**config.mk**
```make
export PLATFORM = sky130hd
export DESIGN_NAME = gpe_block
export DESIGN_NICKNAME = d
export VERILOG_FILES = /design/src/rtl/gpe_pkg.sv /design/src/rtl/gpe_decode.sv /design/src/rtl/gpe_sts_byte.sv /design/src/rtl/gpe_en_byte.sv /design/src/rtl/gpe_sci.sv /design/src/rtl/gpe_block.sv
export SDC_FILE = /design/constraint.sdc
export NUM_CORES = 1
export LEC_CHECK = 0
export BUFFER_PORTS_ARGS = -buffer_cell sky130_fd_sc_hd__buf_2
export CAP_MARGIN = 20
export CORE_MARGIN = 2
export CORE_UTILIZATION = 54
export DETAILED_ROUTE_END_ITERATION = 8
export GPL_TIMING_DRIVEN = 0
export PLACE_DENSITY_LB_ADDON = 0.08
export SKIP_CTS_REPAIR_TIMING = 1
export SLEW_MARGIN = 0
export SYNTH_ARGS = -nofsm -noshare
export SYNTH_HDL_FRONTEND = slang
export SYNTH_SLANG_ARGS = --single-unit
```
**constraint.sdc**
```tcl
create_clock -name clk -period 2.6 [get_ports clk]
set_input_delay 0 -clock clk [delete_from_list [all_inputs] [get_ports clk]]
set_output_delay 0 -clock clk [all_outputs]
set_load 0.02 [all_outputs]
```
**src/rtl/gpe_pkg.sv**
```systemverilog
package gpe_pkg;

  typedef logic [7:0] gbyte_t;

  // next value of a status byte: clear the written ones, then OR the events in
  function automatic gbyte_t sts_next(input gbyte_t cur, input gbyte_t clr, input gbyte_t set);
    return (cur & ~clr) | set;
  endfunction

  // one byte's share of the interrupt: enabled, selected, pending bits
  function automatic logic pend_any(input gbyte_t sts, input gbyte_t en, input gbyte_t msk);
    return |(sts & en & msk);
  endfunction

endpackage

```
**src/rtl/gpe_decode.sv**
```systemverilog
module gpe_decode #(
  parameter int unsigned ADDR_W  = 16,
  parameter int unsigned BLK_LEN = 4,
  localparam int unsigned HALF   = BLK_LEN / 2,
  localparam int unsigned OFF_W  = (BLK_LEN > 1) ? $clog2(BLK_LEN) : 1
) (
  input  logic [ADDR_W-1:0] blk_base,
  input  logic [ADDR_W-1:0] io_addr,
  input  logic              io_wr,
  output logic              in_range,
  output logic [OFF_W-1:0]  sel_off,
  output logic [HALF-1:0]   sts_wr,
  output logic [HALF-1:0]   en_wr
);

  logic [ADDR_W-1:0] off;

  assign off      = io_addr - blk_base;
  assign in_range = off < ADDR_W'(BLK_LEN);
  assign sel_off  = off[OFF_W-1:0];

  for (genvar i = 0; i < HALF; i++) begin : g_sel
    assign sts_wr[i] = io_wr && (off == ADDR_W'(i));
    assign en_wr[i]  = io_wr && (off == ADDR_W'(HALF + i));
  end

endmodule

```
**src/rtl/gpe_sts_byte.sv**
```systemverilog
module gpe_sts_byte
  import gpe_pkg::*;
(
  input  logic   clk,
  input  logic   rst_n,
  input  logic   wr_i,
  input  gbyte_t wdata_i,
  input  gbyte_t set_i,
  output gbyte_t q_o
);

  gbyte_t clr;

  assign clr = wr_i ? wdata_i : 8'h00;

  always_ff @(posedge clk or negedge rst_n) begin
    if (!rst_n) q_o <= 8'h00;
    else        q_o <= sts_next(q_o, clr, set_i);
  end

  assert_w1c_R3: assert property (@(posedge clk) disable iff (!rst_n)
    (wr_i && set_i == 8'h00) |=> (q_o == ($past(q_o) & ~$past(wdata_i))));

  assert_set_wins_R8: assert property (@(posedge clk) disable iff (!rst_n)
    (set_i != 8'h00) |=> ((q_o & $past(set_i)) == $past(set_i)));

  assert_idle_hold_R6: assert property (@(posedge clk) disable iff (!rst_n)
    (!wr_i && set_i == 8'h00) |=> $stable(q_o));

endmodule

```
**src/rtl/gpe_en_byte.sv**
```systemverilog
module gpe_en_byte
  import gpe_pkg::*;
(
  input  logic   clk,
  input  logic   rst_n,
  input  logic   wr_i,
  input  gbyte_t wdata_i,
  output gbyte_t q_o
);

  always_ff @(posedge clk or negedge rst_n) begin
    if (!rst_n)    q_o <= 8'h00;
    else if (wr_i) q_o <= wdata_i;
  end

  assert_en_load_R4: assert property (@(posedge clk) disable iff (!rst_n)
    wr_i |=> (q_o == $past(wdata_i)));

  assert_en_hold_R6: assert property (@(posedge clk) disable iff (!rst_n)
    !wr_i |=> $stable(q_o));

endmodule

```
**src/rtl/gpe_sci.sv**
```systemverilog
module gpe_sci
  import gpe_pkg::*;
#(
  parameter int unsigned HALF = 2,
  parameter logic [HALF*8-1:0] SCI_MASK = 16'h0002
) (
  input  logic              clk,
  input  logic              rst_n,
  input  logic [HALF*8-1:0] sts_i,
  input  logic [HALF*8-1:0] en_i,
  input  logic              other_i,
  output logic              sci_o
);

  logic [HALF-1:0] pend;
  logic            lvl;

  for (genvar k = 0; k < HALF; k++) begin : g_pend
    assign pend[k] = pend_any(sts_i[k*8 +: 8], en_i[k*8 +: 8], SCI_MASK[k*8 +: 8]);
  end

  assign lvl = (|pend) || other_i;

  always_ff @(posedge clk or negedge rst_n) begin
    if (!rst_n) sci_o <= 1'b0;
    else        sci_o <= lvl;
  end

  assert_sci_rise_R9: assert property (@(posedge clk) disable iff (!rst_n)
    (((sts_i & en_i & SCI_MASK) != '0) || other_i) |=> sci_o);

  assert_sci_fall_R9: assert property (@(posedge clk) disable iff (!rst_n)
    (((sts_i & en_i & SCI_MASK) == '0) && !other_i) |=> !sci_o);

endmodule

```
**src/rtl/gpe_block.sv**
```systemverilog
module gpe_block
  import gpe_pkg::*;
#(
  parameter int unsigned ADDR_W  = 16,
  parameter int unsigned BLK_LEN = 4,
  parameter logic [BLK_LEN*4-1:0] SCI_MASK = 'h2,
  localparam int unsigned HALF  = BLK_LEN / 2,
  localparam int unsigned NBITS = HALF * 8,
  localparam int unsigned OFF_W = (BLK_LEN > 1) ? $clog2(BLK_LEN) : 1
) (
  input  logic              clk,
  input  logic              rst_n,
  input  logic [ADDR_W-1:0] blk_base,
  input  logic [ADDR_W-1:0] io_addr,
  input  logic              io_wr,
  input  logic              io_rd,
  input  logic [7:0]        io_wdata,
  output logic [7:0]        io_rdata,
  input  logic [NBITS-1:0]  evt_i,
  input  logic              pm_other_i,
  output logic              sci_o
);

  logic             in_range;
  logic [OFF_W-1:0] sel_off;
  logic [HALF-1:0]  sts_wr;
  logic [HALF-1:0]  en_wr;
  logic [NBITS-1:0] sts_vec;
  logic [NBITS-1:0] en_vec;

  gpe_decode #(.ADDR_W(ADDR_W), .BLK_LEN(BLK_LEN)) u_dec (
    .blk_base (blk_base),
    .io_addr  (io_addr),
    .io_wr    (io_wr),
    .in_range (in_range),
    .sel_off  (sel_off),
    .sts_wr   (sts_wr),
    .en_wr    (en_wr)
  );

  for (genvar k = 0; k < HALF; k++) begin : g_bank
    gpe_sts_byte u_sts (
      .clk     (clk),
      .rst_n   (rst_n),
      .wr_i    (sts_wr[k]),
      .wdata_i (io_wdata),
      .set_i   (evt_i[k*8 +: 8]),
      .q_o     (sts_vec[k*8 +: 8])
    );
    gpe_en_byte u_en (
      .clk     (clk),
      .rst_n   (rst_n),
      .wr_i    (en_wr[k]),
      .wdata_i (io_wdata),
      .q_o     (en_vec[k*8 +: 8])
    );
  end

  gpe_sci #(.HALF(HALF), .SCI_MASK(SCI_MASK)) u_sci (
    .clk     (clk),
    .rst_n   (rst_n),
    .sts_i   (sts_vec),
    .en_i    (en_vec),
    .other_i (pm_other_i),
    .sci_o   (sci_o)
  );

  always_comb begin
    io_rdata = 8'h00;
    if (io_rd && in_range) begin
      for (int k = 0; k < HALF; k++) begin
        if (sel_off == OFF_W'(k))        io_rdata = sts_vec[k*8 +: 8];
        if (sel_off == OFF_W'(HALF + k)) io_rdata = en_vec[k*8 +: 8];
      end
    end
  end

  assert_decode_R2: assert property (@(posedge clk) disable iff (!rst_n)
    $onehot0({sts_wr, en_wr}));

  assert_outside_nowr_R6: assert property (@(posedge clk) disable iff (!rst_n)
    !in_range |-> ({sts_wr, en_wr} == '0));

  assert_rd_zero_R5: assert property (@(posedge clk) disable iff (!rst_n)
    (!io_rd || !in_range) |-> (io_rdata == 8'h00));

endmodule

```
==> flow_metrics.env, run 1 <==
export IMPL_grt_antenna_before_repair=0
export IMPL_synth_area_per_cell_um2=9.14
export IMPL_dieArea_mm2=0.00554
export IMPL_drtIter0Drc=143
export IMPL_crit_start="blk_base[0]"
export IMPL_multi_input_area_mm2=0.00181
export IMPL_die_h_um=74.4
export IMPL_p_int_uw=921
export IMPL_reg2reg_depth=1
export IMPL_path_clk_slew_ps=70
export IMPL_min_from="evt_i[1]"
export IMPL_worstHoldEndpoint="g_bank[0].u_sts.q_o[1]"
export IMPL_fp_dieW_um=74.4
export IMPL_period_share_pct=97.1
export IMPL_crit_buf_inv=3
export IMPL_slew_violations=0
export IMPL_netlist_cell_type_count=57
export IMPL_p_total_mw=1.37
export IMPL_status="finished, violations left"
export IMPL_cp_slowest_cell="fa_2"
export IMPL_syn_to_final_growth_pct=34.4
export IMPL_swShare_pct=32.7
export IMPL_setup_viol=0
export IMPL_cts_sinks=33
export IMPL_p_leak_nw=1.67
export IMPL_drc=0
export IMPL_layout_commonest_cell="buf_2"
export IMPL_synth_seq_cells=33
export IMPL_wl_per_cell_um=15.1
export IMPL_hold_violations=4
export IMPL_failed_checks="negative hold slack"
export IMPL_crit_family="compound AO/OA/AOI/OAI gates"
export IMPL_cellPowerDensity_mw_per_mm2=380
export IMPL_grt_pass1_wl_mm=10.2
export IMPL_async_flop_share_pct=100
export IMPL_synth_seq_area_share_pct=30.8
export IMPL_place_gp_congestion=1.01
export IMPL_final_cell_mix="buf_2 (72), inv_1 (36), dfrtp_1 (33), nor2_1 (24), dlygate4sd3_1 (21)"
export IMPL_syn_area_mm2=0.00268
export IMPL_maxSlewHeadroom_pct=42.1
export IMPL_r2r_start="g_bank[0].u_en.q_o[5]"
export IMPL_startpoint_type="primary input"
export IMPL_grt_max_degree=34
export IMPL_antenna_cells=0
export IMPL_cts_tree="built"
export IMPL_layout_drive_gt1_share_pct=36.1
export IMPL_path_cells="buf_2, ha_2, fa_2, nor2b_4, o31ai_2, a211oi_2, o21a_1, o2111a_2, buf_4, nand4_4, nor3b_4, buf_12, mux2_1"
export IMPL_p_clk_share_pct=27.0
export IMPL_root_buffer="clkbuf_8"
export IMPL_grt_overflow_total=0
export IMPL_ff_latch_area_um2=826
export IMPL_finalCriticalPeriod_ps=2520
export IMPL_vias_per_cell=5.75
export IMPL_instances_no_fill=460
export IMPL_reg2reg_slack_ps=1830
export IMPL_core_region_area_mm2=0.00475
export IMPL_path_class="primary input to flip-flop"
export IMPL_vias=2645
export IMPL_row_count=25
export IMPL_port_buffers=69
export IMPL_hpwl_mm=4.81
export IMPL_timing_hold_ws_ps=-36.5
export IMPL_fillers=363
export IMPL_r2r_end="g_bank[0].u_en.q_o[5]"
export IMPL_drv_cap=0
export IMPL_seqPwrFrac_pct=37.6
export IMPL_synth_ff_type="dfrtp_1"
export IMPL_synth_nets=371
export IMPL_grt_usage_pct=23.6
export IMPL_synth_cells=293
export IMPL_num_io_pins=70
export IMPL_detail_route_antenna_nets=0
export IMPL_crit_arrival_ps=2690
export IMPL_power_net_switching_uw=447
export IMPL_required_ps=2760
export IMPL_cts_path_max_buffers=2
export IMPL_cp_max_fo=8
export IMPL_ys_warn_count=0
export IMPL_grt_pass1_vias=2346
export IMPL_synth_edf_count=0
export IMPL_vdd_drop_max_uv=500
export IMPL_netlist_area_leader_share_pct=30.8
export IMPL_fin_skew_ps=3.86
export IMPL_nNetsFinal=470
export IMPL_numCtsBuffers=5
export IMPL_start_util_pct=56.3
export IMPL_max_freq_mhz=396
export IMPL_hold_depth=3
export IMPL_worst_pin_slew_ps=869
export IMPL_htree_levels=2
export IMPL_hold_class="primary input to flip-flop"
export IMPL_slowest_delay_ps=430
export IMPL_place_inst=429
export IMPL_comb_power_share_pct=35.4
export IMPL_firstDrtPassIters=5
export IMPL_end_kind="flip-flop"
export IMPL_synth_area_leader_cell="dfrtp_1"
export IMPL_routed_wl_mm=6.92
export IMPL_synth_area_top_cells="dfrtp_1 (31%), ha_1 (7.5%), mux4_2 (6.7%), mux2_2 (5.9%), inv_1 (5.0%)"
export IMPL_clk_latency_ps=290
state kept, by name, indices dropped and copies added, names as in the netlist:
register          count
g_bank.u_en.q_o      16
g_bank.u_sts.q_o     16
u_sci.sci_o           1
per-layer routing:
metal  global-route usage [%]  vias to the layer above  wire length [um]
li1                         -                     1271                 -
met1                     28.4                     1276              2830
met2                     42.7                       83              3720
met3                     2.98                       15               271
met4                     9.33                        0               107
met5                        0                        -                 0
Yosys cell counts (2+ instances only):
master	n
clkbuf_1	4
o211a_1	3
dfrtp_1	33
nor3_1	10
nand2_1	12
nand3_1	5
nand2b_1	4
ha_1	16
o21ai_1	2
o21a_1	6
xnor2_1	3
mux4_2	8
nor2_1	25
o21ai_0	6
a211oi_1	6
a21o_1	4
o22ai_1	2
inv_1	36
mux2_2	14
o211ai_1	3
and2_1	4
buf_2	7
a21oi_1	12
nor2b_1	13
nor4_1	2
a31oi_1	17
nand4_1	5
mux2_1	2
stage by stage:
stage / util, % / worst slack, ps / hold WS, ps / TNS [ps] / area [um^2]
floorplan: - / 53.5 / -296 / 0 / 2680
global placement: 65.4 / -518 / 89.9 / -14550 / 3110
detailed placement: 65.4 / -510 / 93.9 / -14370 / 3110
CTS: 67.1 / -225 / -209 / -5310 / 3190
global route: 75.7 / -31.6 / 3.37 / -206 / 3600
finish: 75.7 / 75.4 / -36.5 / 0 / 3600
cells by family after synthesis:
logic type | Yosys count | share of synthesized area, %
and+or+nand+nor | 88 | 18.2
AOI/OAI and AO/OA | 78 | 20.6
buffers and inverters | 48 | 7.05
DFF | 33 | 30.8
muxes | 25 | 13.8
xor gates and xnor gates | 4 | 1.31
adders and majority gates | 17 | 8.22
worst min-delay path, delay by kind of cell:
family	cells	cell delay, ps
buffers and inverters	2	140
AO/OA/AOI/OAI	1	70
power by group through the flow:
| stage | sequential [mW] | combinational [mW] | clock (mW) |
|---|---|---|---|
| 2_1_floorplan | 0.525 | 0.283 | 0 |
| 3_3_place_gp | 0.524 | 0.402 | 0 |
| 3_5_place_dp | 0.524 | 0.410 | 0 |
| 4_1_cts | 0.514 | 0.412 | 0.374 |
| 5_1_grt | 0.514 | 0.533 | 0.392 |
| 6_report | 0.515 | 0.485 | 0.369 |
how the worst max path moves through the flow:
stage / end / slack [ps] / cells after the start
after floorplan: g_bank[0].u_en.q_o[0] / 50 / 11
after detailed placement: g_bank[0].u_en.q_o[6] / -510 / 11
final: g_bank[0].u_en.q_o[4] / 80 / 13
after global routing: g_bank[0].u_en.q_o[7] / -30 / 14
after global placement: g_bank[0].u_en.q_o[0] / -520 / 12
after CTS: g_bank[0].u_en.q_o[6] / -220 / 11
cell type report:
| class | count | area share [%] |
|---|---|---|
| Clock inverter | 2 | 0.278 |
| Clock buffer | 6 | 2.02 |
| Buffer | 10 | 1.46 |
| Tap cell | 67 | 2.33 |
| Timing Repair Buffer | 94 | 17.1 |
| Sequential cell | 33 | 22.9 |
| Inverter | 36 | 3.75 |
| Multi-Input combinational cell | 212 | 50.1 |
Power figures use the tool's default switching activity.
==> inputs of run 2 (changes only) <==
--- a/config.mk
+++ b/config.mk
@@ -8,12 +8,14 @@
 export BUFFER_PORTS_ARGS = -buffer_cell sky130_fd_sc_hd__buf_2
 export CAP_MARGIN = 20
 export CORE_MARGIN = 2
-export CORE_UTILIZATION = 54
+export CORE_UTILIZATION = 53
 export DETAILED_ROUTE_END_ITERATION = 8
 export GPL_TIMING_DRIVEN = 0
-export PLACE_DENSITY_LB_ADDON = 0.08
+export PLACE_DENSITY_LB_ADDON = 0.12
+export RECOVER_POWER = 50
 export SKIP_CTS_REPAIR_TIMING = 1
 export SLEW_MARGIN = 0
 export SYNTH_ARGS = -nofsm -noshare
 export SYNTH_HDL_FRONTEND = slang
+export SYNTH_HIERARCHICAL = 1
 export SYNTH_SLANG_ARGS = --single-unit
==> run 2 against run 1 <==
The flow finishes with violations (max-capacitance violations, max-slew violations, negative setup slack); core utilization decreased by 2.2 points; clock power about the same; hold slack better by 39 ps; critical endpoint is now io_rdata[2]; largest cell class unchanged; highest routed layer unchanged.
==> flow_metrics.env, run 2 <==
export IMPL_fp_dieW_um=73.1
export IMPL_hpwl_mm=4.32
export IMPL_routed_wl_mm=6.26
export IMPL_fin_skew_ps=0.138
export IMPL_nNetsFinal=434
export IMPL_drc=0
export IMPL_dr_wl_met2_mm=2.89
export IMPL_rsz0062_at_grt="yes"
export IMPL_seqPwrFrac_pct=40.7
export IMPL_wl_per_cell_um=15.2
export IMPL_required_ps=2600
export IMPL_vdd_drop_max_uv=245
export IMPL_cts_path_max_buffers=2
export IMPL_synth_nets=337
export IMPL_min_from="io_wdata[3]"
export IMPL_netlist_cell_type_count=52
export IMPL_grt_overflow_total=0
export IMPL_startpoint_type="primary input"
export IMPL_cp_slowest_cell="or4_4"
export IMPL_maxSlewHeadroom_pct=-22.5
export IMPL_finalCriticalPeriod_ps=2940
export IMPL_synth_seq_cells=33
export IMPL_drv_cap=1
export IMPL_cts_sinks=33
export IMPL_worstHoldEndpoint="g_bank[1].u_en/q_o[3]"
export IMPL_synth_edf_count=0
export IMPL_end_kind="primary output"
export IMPL_power_net_switching_uw=383
export IMPL_swShare_pct=30.3
export IMPL_layout_commonest_cell="buf_2"
export IMPL_path_class="primary input to primary output"
export IMPL_clk_latency_ps=280
export IMPL_r2r_start="g_bank[0].u_en/q_o[1]"
export IMPL_htree_levels=2
export IMPL_row_count=25
export IMPL_numCtsBuffers=5
export IMPL_cp_max_fo=8
export IMPL_crit_family="simple AND/OR/NAND/NOR gates"
export IMPL_grt_max_degree=34
export IMPL_synth_seq_area_share_pct=32.6
export IMPL_cellPowerDensity_mw_per_mm2=369
export IMPL_worst_slack_ps=-339
export IMPL_met1Wirelength_mm=2.88
export IMPL_max_freq_mhz=340
export IMPL_r2r_end="g_bank[0].u_en/q_o[1]"
export IMPL_path_cells="buf_8, inv_8, ha_4, fa_2, nand2b_4, a21oi_4, o211ai_1, and3_1, or3b_1, or4_4, nor2_4, nand3b_1, buf_6, o22ai_1, buf_4"
export IMPL_drtIter0Drc=119
export IMPL_syn_to_final_growth_pct=35.4
export IMPL_dieArea_mm2=0.00535
export IMPL_ys_warn_count=6
export IMPL_cts_tree="built"
export IMPL_grt_usage_pct=22.4
export IMPL_synth_most_common_cell="nand2_1"
export IMPL_crit_arrival_ps=2940
export IMPL_synth_cells=260
export IMPL_p_int_uw=883
export IMPL_final_util_pct=73.6
export IMPL_hold_depth=2
export IMPL_synthTopCellsByCount="nand2_1 (35), dfrtp_1 (33), inv_1 (22), mux2i_1 (20), a21o_1 (19)"
export IMPL_grt_pass1_wl_mm=9.32
export IMPL_hold_class="primary input to flip-flop"
export IMPL_comb_power_share_pct=30.4
export IMPL_path_clk_slew_ps=70
export IMPL_start_util_pct=54.3
export IMPL_crit_buf_inv=4
export IMPL_synth_area_top_cells="dfrtp_1 (33%), mux2_4 (9.5%), mux2i_1 (7.9%), ha_1 (7.4%), a21o_1 (5.6%)"
export IMPL_netlist_area_leader_share_pct=32.6
export IMPL_grt_antenna_before_repair=0
export IMPL_worst_pin_slew_ps=1840
export IMPL_p_clk_share_pct=28.9
export IMPL_vias_per_cell=5.63
export IMPL_detail_route_antenna_nets=0
export IMPL_slew_violations=34
export IMPL_reg2reg_slack_ps=1810
export IMPL_layout_drive_gt1_share_pct=36.0
export IMPL_place_gp_congestion=0.873
export IMPL_port_buffers=69
export IMPL_timing_hold_ws_ps=2.95
export IMPL_root_buffer="clkbuf_8"
export IMPL_vias=2319
export IMPL_syn_area_mm2=0.00253
export IMPL_pre_cts_ws_ps=-669
export IMPL_async_flop_share_pct=100
export IMPL_core_region_area_mm2=0.00466
export IMPL_period_share_pct=113
export IMPL_hold_violations=0
export IMPL_die_h_um=73.1
export IMPL_failed_checks="max-capacitance violations, max-slew violations, negative setup slack"
export IMPL_reg_largest_list="g_bank.u_en/q_o x16, g_bank.u_sts/q_o x16, u_sci/sci_o x1"
export IMPL_p_leak_nw=1.58
export IMPL_firstDrtPassIters=4
export IMPL_grt_pass1_vias=2043
export IMPL_setup_viol=40
export IMPL_antenna_cells=0
export IMPL_num_io_pins=70
export IMPL_route_met3_wl_um=428
export IMPL_slowest_delay_ps=530
export IMPL_cp_num_cells=15
export IMPL_top_layer="met4"
export IMPL_final_cell_mix="buf_2 (58), nand2_1 (35), dfrtp_1 (33), inv_1 (21)"
export IMPL_setup_tns_ps=-10260
export IMPL_synth_area_per_cell_um2=9.74
export IMPL_status="finished, violations left"
export IMPL_synth_ff_type="dfrtp_1"
export IMPL_synth_area_leader_cell="dfrtp_1"
export IMPL_reg2reg_depth=1
## run 2: changes by cell type after synthesis, sizes merged, moves of 6 or more
cell | before | now
a211oi | 7 | 1
a21o | 4 | 19
a31oi | 18 | 1
inv | 36 | 22
mux2i | 1 | 20
mux4 | 8 | 0
nand2 | 12 | 35
nor2 | 25 | 6
nor2b | 13 | 2
nor3 | 11 | 3
o22ai | 2 | 9
## run 2: layout make-up
| cell class | count | area [um^2] |
|---|---|---|
| fill | 362 | 1230 |
| buffer | 9 | 92.6 |
| multi-input combinational | 195 | 1660 |
| clock inverter | 2 | 10.0 |
| timing repair buffer | 91 | 606 |
| clock buffer | 6 | 72.6 |
| inverter | 22 | 90.1 |
| sequential | 33 | 826 |
| tap | 54 | 67.6 |
## run 2: worst max-delay path by stage
| stage | endpoint | slack [ps] | startpoint |
|---|---|---|---|
| finish | io_rdata[2] | -340 | io_addr[0] |
| global route | io_rdata[6] | -430 | io_addr[0] |
| CTS | io_rdata[3] | -680 | io_addr[0] |
| detailed placement | io_rdata[3] | -670 | io_addr[0] |
| global placement | io_rdata[0] | -660 | io_addr[0] |
| floorplan | io_rdata[0] | -60 | io_addr[0] |
## run 2: per-stage QoR
stage / instance area [um^2] / power [mW] / cells
after global placement: 3020 / 0.864 / 383
after global routing: 3430 / 1.34 / 412
after floorplan: 2600 / 0.760 / 260
after CTS: 3100 / 1.24 / 391
final: 3430 / 1.27 / 412
after detailed placement: 3020 / 0.870 / 383
## run 2: power groups by stage
| stage | Combinational, mW | Sequential [mW] | Clock, mW |
|---|---|---|---|
| after global placement | 0.340 | 0.525 | 0 |
| final | 0.385 | 0.515 | 0.366 |
| after floorplan | 0.235 | 0.526 | 0 |
| after detailed placement | 0.346 | 0.525 | 0 |
| after global routing | 0.426 | 0.515 | 0.402 |
| after CTS | 0.347 | 0.515 | 0.375 |
## run 2: routing by layer
metal | global-route usage [%] | up-vias
li1 | - | 1140
met1 | 33.3 | 1094
met3 | 3.87 | 4
met4 | 4.94 | 0
met2 | 34.0 | 81
met5 | 0 | -
## run 2: cell families after synthesis
kind of cell	after synthesis	share of synthesized area [%]
flip-flops	33	32.6
buffers and inverters	32	7.06
multiplexers	37	17.8
adder cells (fa/ha/maj)	16	8.20
AO/OA/AOI/OAI	66	19.0
AND/OR/NAND/NOR	73	14.3
XOR/XNOR	3	1.04
==> inputs of run 3 (changes only) <==
--- a/config.mk
+++ b/config.mk
@@ -8,7 +8,7 @@
 export BUFFER_PORTS_ARGS = -buffer_cell sky130_fd_sc_hd__buf_2
 export CAP_MARGIN = 20
 export CORE_MARGIN = 2
-export CORE_UTILIZATION = 53
+export CORE_UTILIZATION = 40
 export DETAILED_ROUTE_END_ITERATION = 8
 export GPL_TIMING_DRIVEN = 0
 export PLACE_DENSITY_LB_ADDON = 0.12
==> run 3 against run 2 <==
The run still ends with max-capacitance violations, max-slew violations, negative setup slack left; final area is 7.5% higher; global-route usage is 4.5 points lower; critical path type unchanged; clock skew hardly changed; total power is 5.6% higher; register-to-register slack hardly changed; via count is 0.39% higher; combinational power is 3% higher; sequential share of layout area is 1.7 points lower; largest power group unchanged; sequential power hardly changed; maximum frequency is 1.4% lower.
==> flow_metrics.env, run 3 (synthesis gave the netlist of run 2 again) <==
export IMPL_port_buffers=69
export IMPL_reg2reg_depth=1
export IMPL_routed_wl_mm=6.47
export IMPL_reg_largest_list="g_bank.u_en/q_o x16, g_bank.u_sts/q_o x16, u_sci/sci_o x1"
export IMPL_required_ps=2600
export IMPL_cp_slowest_cell="or4_4"
export IMPL_startpoint_type="primary input"
export IMPL_htree_levels=2
export IMPL_max_freq_mhz=336
export IMPL_p_leak_nw=1.65
export IMPL_cts_sinks=33
export IMPL_r2r_start="g_bank[0].u_en/q_o[4]"
export IMPL_status="finished, violations left"
export IMPL_hpwl_mm=4.56
export IMPL_setup_tns_ps=-10340
export IMPL_antenna_cells=0
export IMPL_cp_max_fo=8
export IMPL_row_count=28
export IMPL_reg2reg_slack_ps=1810
export IMPL_grt_pass1_wl_mm=10.2
export IMPL_hold_depth=2
export IMPL_core_region_area_mm2=0.00603
export IMPL_period_share_pct=115
export IMPL_fillers=515
export IMPL_final_util_pct=61.2
export IMPL_grt_antenna_before_repair=0
export IMPL_hold_violations=0
export IMPL_grt_max_degree=34
export IMPL_vias=2328
export IMPL_grt_overflow_total=0
export IMPL_fin_skew_ps=0.216
export IMPL_worst_slack_ps=-380
export IMPL_die_h_um=83.6
export IMPL_clk_latency_ps=270
export IMPL_cellPowerDensity_mw_per_mm2=363
export IMPL_finalCriticalPeriod_ps=2980
export IMPL_r2r_end="g_bank[0].u_en/q_o[4]"
export IMPL_layout_commonest_cell="buf_2"
export IMPL_firstDrtPassIters=4
export IMPL_num_io_pins=70
export IMPL_setup_viol=40
export IMPL_crit_family="simple AND/OR/NAND/NOR gates"
export IMPL_detail_route_antenna_nets=0
export IMPL_numCtsBuffers=5
export IMPL_min_from="io_wdata[2]"
export IMPL_worst_pin_slew_ps=1800
export IMPL_start_util_pct=42.0
export IMPL_nNetsFinal=442
export IMPL_wl_per_cell_um=14.7
export IMPL_cp_num_cells=14
export IMPL_worstHoldEndpoint="g_bank[1].u_en/q_o[2]"
export IMPL_slew_violations=34
export IMPL_rsz0062_at_grt="yes"
export IMPL_fp_dieW_um=83.6
export IMPL_final_cell_mix="buf_2 (58), nand2_1 (35), dfrtp_1 (33), inv_1 (21)"
export IMPL_cts_tree="built"
export IMPL_dieArea_mm2=0.00698
export IMPL_grt_pass1_vias=2161
export IMPL_root_buffer="clkbuf_8"
export IMPL_path_cells="buf_8, inv_8, ha_4, fa_2, xor2_2, o221ai_2, a2111oi_2, or3b_1, or4_4, nor2_4, nand3b_1, buf_12, o22ai_4, buf_6"
export IMPL_cts_path_max_buffers=2
export IMPL_failed_checks="max-capacitance violations, max-slew violations, negative setup slack"
export IMPL_layout_drive_gt1_share_pct=39.3
export IMPL_vdd_drop_max_uv=329
export IMPL_path_clk_slew_ps=70
export IMPL_vias_per_cell=5.28
export IMPL_crit_buf_inv=4
export IMPL_place_gp_congestion=0.811
export IMPL_syn_to_final_growth_pct=45.6
export IMPL_crit_arrival_ps=2980
export IMPL_hold_class="primary input to flip-flop"
export IMPL_grt_usage_pct=17.8
export IMPL_drv_cap=1
export IMPL_drc=0
export IMPL_slowest_delay_ps=530
export IMPL_drtIter0Drc=39
export IMPL_path_class="primary input to primary output"
export IMPL_end_kind="primary output"
export IMPL_maxSlewHeadroom_pct=-19.7
==> run 3: area by class of cell <==
cell class	count	area, um^2	share of cell area, %
clock inverters	1	5.00	0.136
repair buffers	99	709	19.2
multi-input cells	195	1770	48.0
well taps	75	93.8	2.55
inverters	22	90.1	2.44
flip-flops and latches	33	826	22.4
clock buffers	7	96.3	2.61
plain buffers	9	96.3	2.61
==> run 3: worst max-delay path by stage <==
| stage | to | from |
|---|---|---|
| after floorplan | io_rdata[0] | io_addr[0] |
| final | io_rdata[2] | io_addr[0] |
| after global placement | io_rdata[0] | io_addr[0] |
| after CTS | io_rdata[3] | io_addr[0] |
| after global routing | io_rdata[6] | io_addr[0] |
| after detailed placement | io_rdata[3] | io_addr[0] |
==> run 3: metrics by stage <==
| stage | std cells | cell area [um^2] | total power [mW] | hold WS [ps] | worst slack [ps] |
|---|---|---|---|---|---|
| 2_1_floorplan | 260 | 2600 | 0.760 | -296 | -64.3 |
| 3_3_place_gp | 404 | 3040 | 0.872 | 105 | -698 |
| 3_5_place_dp | 404 | 3040 | 0.874 | 117 | -620 |
| 4_1_cts | 412 | 3140 | 1.30 | -190 | -642 |
| 5_1_grt | 441 | 3690 | 1.42 | 2.38 | -500 |
| 6_report | 441 | 3690 | 1.34 | 0.158 | -380 |
==> run 3: power breakdown <==
group,internal [mW],total (mW),leakage [nW],switching [mW]
sequential,0.514,0.515,0.375,0.000418
clock,0.239,0.426,0.0542,0.187
combinational,0.188,0.396,1.22,0.208
total,0.942,1.34,1.65,0.395
==> run 3: per-layer routing <==
metal	wire length, um	vias to the layer above	GRT usage, %
met1	3140	1106	24.9
met2	3000	59	28.2
met3	277	6	3.56
met4	59	0	4.69
li1	-	1157	-
met5	0	-	0
